**config.mk**
```make
export PLATFORM = sky130hd
export DESIGN_NAME = flash_erase_seq
export DESIGN_NICKNAME = d
export VERILOG_FILES = /design/src/rtl/flash_erase_seq.sv
export SDC_FILE = /design/constraint.sdc
export NUM_CORES = 1
export LEC_CHECK = 0
export ABC_AREA = 1
export CELL_PAD_IN_SITES_DETAIL_PLACEMENT = 1
export CELL_PAD_IN_SITES_GLOBAL_PLACEMENT = 1
export CORE_UTILIZATION = 22
export DETAILED_ROUTE_END_ITERATION = 10
export HOLD_SLACK_MARGIN = 0.08
export PLACE_DENSITY_LB_ADDON = 0.1
export RECOVER_POWER = 25
export SYNTH_ARGS = -nofsm -noshare
export SYNTH_HDL_FRONTEND = slang
export SYNTH_SLANG_ARGS = --single-unit
```
**constraint.sdc**
```tcl
create_clock -name clk -period 1.5 [get_ports clk]
set_clock_uncertainty 0.1 [all_clocks]
set_input_delay 0.225 -clock clk [delete_from_list [all_inputs] [get_ports clk]]
set_output_delay 0.225 -clock clk [all_outputs]
set_load 0.05 [all_outputs]
```
**src/rtl/flash_erase_seq.sv**
```systemverilog
module flash_erase_seq #(
  parameter int ADDR_W = 24,
  parameter int BLK_LSB = 16
) (
  input  logic                      clk,
  input  logic                      rst_n,
  input  logic                      wr_en,
  input  logic [ADDR_W-1:0]         wr_addr,
  input  logic [7:0]                wr_data,
  input  logic                      busy,
  output logic                      erase_go,
  output logic [ADDR_W-BLK_LSB-1:0] erase_blk
);
  localparam logic [2:0] LAST = 3'd5;

  logic [2:0] step;
  logic       step_ok;

  wire [15:0] lo     = wr_addr[15:0];
  wire        at_a   = lo == 16'h5555;
  wire        at_b   = lo == 16'h2AAA;
  wire        open_w = at_a && wr_data == 8'hAA;
  wire        take   = wr_en && !busy;
  wire        done   = take && step_ok && step == LAST;

  always_comb begin
    case (step)
      3'd0:    step_ok = open_w;
      3'd1:    step_ok = at_b && wr_data == 8'h55;
      3'd2:    step_ok = at_a && wr_data == 8'h80;
      3'd3:    step_ok = open_w;
      3'd4:    step_ok = at_b && wr_data == 8'h55;
      3'd5:    step_ok = wr_data == 8'h50;
      default: step_ok = 1'b0;
    endcase
  end

  always_ff @(posedge clk) begin
    if (!rst_n) begin
      step      <= '0;
      erase_go  <= 1'b0;
      erase_blk <= '0;
    end else begin
      erase_go <= done;
      if (busy)
        step <= '0;
      else if (wr_en) begin
        if (done) begin
          step      <= '0;
          erase_blk <= wr_addr[ADDR_W-1:BLK_LSB];
        end else if (step_ok)
          step <= step + 3'd1;
        else
          step <= open_w ? 3'd1 : 3'd0;
      end
    end
  end
endmodule

```
Word level (Yosys, flattened, before mapping) --
Cells that the tools add are included.
Storage, ports and cells: flip-flop bits (word level) 12, latch bits 0, RAM bits 0, bits in read-only memories 0, input bits 36, output and inout bits 9, logic and storage cells 33, memories kept 0
Operators by class: add/sub/neg operators 1, multiply operators 0, div/mod/pow operators 0, magnitude comparators 0, equal/unequal tests 11, shift operators 0, mux-type cells 4, bitwise gates (word level) 2, reduce and logical (&&, ||, !) cells 12
Operator list (number):
- 16-bit by 14-bit equality test with 1-bit output, second input constant | 1
- 16-bit by 15-bit equality test with 1-bit output, second input constant | 1
- 8-bit by 7-bit equality test with 1-bit output, second input constant | 2
- 8-bit equality test, second input constant | 2
- 3-bit by 2-bit equality test with 1-bit output, second input constant | 2
- 3-bit equality test, second input constant | 2
- 1-bit logical AND | 6
- 3-bit 2-to-1 mux | 2
- 2-bit OR reduction | 3
- 1-bit case mux with 4 select lines | 1
- 3-bit by 1-bit adder with 3-bit output, second input constant | 1
- 3-bit by 1-bit equality test with 1-bit output, second input constant | 1
- 3-bit zero test | 1
- 3-bit AND reduction | 1
- 1-bit inverter | 2
- 1-bit zero test | 1
- 1-bit 2-to-1 mux | 1

Logic depth before layout (Yosys ltp) --
word-level depth 6, mapped depth 14, mapped depth without buffers 14

Worst setup path before layout --
OpenSTA, ideal clock, no wires.
kind reg2reg, start register step[1], end register erase_blk[0], library setup time 0.116 ns, arrival time 1.386 ns, required time 1.284 ns, setup slack -0.102 ns, stages on the path, launching flop included 14, buffers on the path 0, clock period less this slack 1.602 ns, cells stage by stage dfxtp_1 -> inv_1 -> ha_1 -> inv_1 -> nand2_2 -> nand2_1 -> nor2_2 -> nand3_1 -> nand2_1 -> nand2_2 -> a21oi_4 -> inv_2 -> nor2_1 -> nor2_1
Between the ends: longest elaborated chain between the ends 6, elaborated cells between the ends (all ways) 12, those cells by class eq/ne (5); mux (1); reduce/logical (6)
Ends and longest elaborated chain:
- from (decl) | RTL line 16 | logic [2:0] step;
- from (signal assigned) | RTL line 52 | step <= step + 3'd1;
- from (signal assigned) | RTL line 54 | step <= open_w ? 3'd1 : 3'd0;
- 3-bit equality test, or another cell as far along | RTL line 27 | case (step)
- 2-bit OR reduction (no line)
- 1-bit case mux with 4 select lines | RTL line 27
- 1-bit logical AND | RTL line 24 | wire done = take && step_ok && step == LAST;
- 1-bit logical AND * | RTL line 24
- 3-bit AND reduction (no line) *
- to (signal assigned) | RTL line 50 | erase_blk <= wr_addr[ADDR_W-1:BLK_LSB];
- to (decl) | RTL line 12 | output logic [ADDR_W-BLK_LSB-1:0] erase_blk
Every way passes the cells marked *; elsewhere a longest branch is shown, timed or not. A chain may end at the register's enable or synchronous reset.

Final worst setup path --
start register step[0], end register erase_blk[2]
The elaborated chain is that of the path after synthesis.

==> summary.txt <==
Status -> complete, but fails checks
Failing checks -> setup timing
Vias in the first global route -> 1088
RSZ-0062 raised after global routing -> true
Setup TNS -> -2.40 ns
Reg power frac -> 43.4%
Buffer levels on the longest clock path -> 2
Max_cap viols -> 0
Drt via density -> 4.23
RePlAce Congestion -> 0.730
Dpl hpwl -> 2.30 mm
Dominant cells by area after synthesis -> dfxtp_1 (30%), nand2_1 (15%), nor2_1 (14%), ha_1 (7.8%), inv_1 (7.0%)
Final hold violations -> 0
Die height -> 62.3 µm
PwrDens -> 444 nW/µm²
Max-slew violation count -> 0
Worst-Skew Late Latency -> 0.27 ns
Post-route design area -> 1630 µm²
Syn nets -> 172
Worst-path cell chain -> inv_4 -> ha_4 -> inv_2 -> nand2_1 -> nand2_2 -> nor2_2 -> nand3_1 -> nand2_1 -> nand2_2 -> a21oi_4 -> buf_6 -> o21ai_2 -> nor2_1
Initial antenna violation count -> 0
Flops & latches, synth -> 12
Drt initial violations -> 22
Top_reg_cell synth -> dfxtp_1
IO Port Bufs -> 44
Largest stage delay, worst path -> 0.37 ns
Fin crit period -> 1.76 ns
CP top delay family -> simple AND/OR/NAND/NOR gates
DIE AREA -> 3890 µm²
Worst Path Arrival -> 1.87 ns
Mapped Area -> 801 µm²
Row count -> 21
Synthesized area per cell -> 6.11 µm²
Post-synth EDFFs -> 0
P_leak -> 0.728 nW
Die width -> 62.3 µm
Antenna fix cells -> 0
Total Routing Usage GR -> 15.0%
Number of synthesis warnings -> 0
Clock-pin slew on the worst setup and hold paths -> 0.08 ns
Clk pwr share -> 36.4%
CORE AREA -> 3420 µm²
Sw Ratio -> 22.6%
Fin util -> 47.8%
H-tree depth -> 1
Layout net count -> 240
First-pass GRT wire length -> 4.67 mm
Worst slew margin -> 66.2%
Most common cell in the netlist -> nand2_1
Number of CTS-inserted buffers -> 3
Synth top cells by count -> nand2_1 (32), nor2_1 (30), inv_1 (15)
Fraction of layout cells with a size suffix above 1 -> 28.8%
Synth top area share -> 30.0%
Register area share after synthesis -> 30.0%
Routed via count -> 1032
Area after DPL -> 1530 µm²
Synth cell types -> 19
Cells after synthesis -> 131
Hold/Removal Path Class -> primary input to register
Synthesis-to-finish area growth -> 104%
Crit path buf inv count -> 3
Routed wire length -> 2.74 mm
Hold WS -> 0.417 ns
CTS Sinks -> 12
Combinational Power Share -> 20.3%
CP required -> 1.61 ns
DR DRC count -> 0
Largest net degree at the start of global routing -> 10
CTS tree -> built
CP max stage cell -> dfxtp_4
Gr ovfl total -> 0
First-pass iteration count of the detailed router -> 4
Synth area leader -> dfxtp_1
Final Cycle Share -> 117%
Ports -> 45
Max IR drop VDD -> 0.365 mV
Initial Utilization -> 23.4%
CP Class -> register to register
Int Pwr -> 562 µW
Net Switching -> 164 µW
Ys async rst share -> 0%
Worst Setup Start Kind -> register
Clk root buf -> clkbuf_4
DR WL/cell -> 11.2 µm
Max Fclk -> 568 MHz
Slew @ Worst Pin -> 0.506 ns
Post-route setup slack -> -0.260 ns
Routed Antenna Nets -> 0
Final Setup Violations -> 12
Crit end category -> register
CP max FO -> 5
## through the flow
| step | power [mW] | worst slack, ns | instances |
|---|---|---|---|
| after CTS | 0.739 | -0.294 | 241 |
| after detailed placement | 0.470 | -0.560 | 235 |
| final | 0.726 | -0.260 | 244 |
| after floorplan | 0.351 | -0.0893 | 131 |
| after global placement | 0.466 | -0.497 | 235 |
| after global routing | 0.769 | -0.381 | 244 |
## routing by layer
| metal | vias up | GRT usage, % | routed length (µm) |
|---|---|---|---|
| met2 | 22 | 29.4 | 1480 |
| met5 | - | 0 | 0 |
| met4 | 0 | 2.62 | 14 |
| met3 | 2 | 3.86 | 121 |
| li1 | 548 | - | - |
| met1 | 460 | 16.1 | 1120 |
## cell type report
class / instances / area [µm²]
Sequential cell: 12 / 248
Multi-Input combinational cell: 102 / 554
Clock buffer: 4 / 36.3
Timing Repair Buffer: 63 / 666
Tap cell: 46 / 57.6
Fill cell: 436 / 1780
Inverter: 17 / 71.3
## registers in the layout, summed over array words and instances (netlist names)
| name | cells |
|---|---|
| erase_blk | 8 |
| erase_go | 1 |
| step | 3 |
## worst reg2reg max path, stage by stage (launching register included)
cell and delay (ns):
dfxtp_4 0.37, inv_4 0.08, ha_4 0.13, inv_2 0.03, nand2_1 0.06, nand2_2 0.07
nor2_2 0.07, nand3_1 0.07, nand2_1 0.08, nand2_2 0.08, a21oi_4 0.24, buf_6 0.15
o21ai_2 0.05, nor2_1 0.13
## cells by family (layout without fill, tap and decap cells)
logic type | Yosys count | after routing | synth area share, %
adders and majority gates | 5 | 5 | 7.81
buffers and inverters | 17 | 84 | 7.97
and+or+nand+nor | 81 | 81 | 42.8
DFF | 12 | 12 | 30.0
AOI/OAI and AO/OA | 16 | 16 | 11.4
## path summary, 6_finish.rpt
path                        start                        end  slack (ns)  depth (start not counted)
max reg2reg  step[0]$_SDFFE_PP0P_  erase_blk[2]$_SDFFE_PN0P_       -0.26                         13
min                   wr_addr[17]  erase_blk[1]$_SDFFE_PN0P_        0.42                          3
min reg2reg  step[1]$_SDFFE_PP0P_       step[1]$_SDFFE_PP0P_        0.42                          2
max          step[0]$_SDFFE_PP0P_  erase_blk[2]$_SDFFE_PN0P_       -0.26                         13
## timing repair
action                     CTS  global route
hold buffers                 0             0
hold endpoints to repair     0             0
setup endpoints to repair   12            12
pin swaps                    4             5
buffers inserted             2             3
gates resized for setup      6            14
## placed cells by master (no fill, tap or decap), types with 2 or more instances in the layout
cell             instances
a21oi_1                  4
a21oi_2                  2
buf_12                   7
buf_4                   17
buf_6                    2
clkbuf_4                 3
clkdlybuf4s50_1         35
dfxtp_1                 10
dfxtp_4                  2
dlymetal6s2s_1           2
ha_1                     3
ha_4                     2
inv_1                   11
inv_2                    3
inv_4                    3
nand2_1                 31
nand2_2                  4
nand3_1                  4
nor2_1                  27
nor2_2                   4
nor3_1                   6
o21ai_0                  4
o21ai_2                  4
## power by group through the flow
stage	Combinational, mW	Sequential [mW]	Clock, mW
after floorplan	0.0271	0.324	0
after global placement	0.142	0.324	0
after detailed placement	0.146	0.324	0
after CTS	0.147	0.316	0.276
after global routing	0.160	0.315	0.294
final	0.147	0.315	0.264
Power figures use the tool's default switching activity.
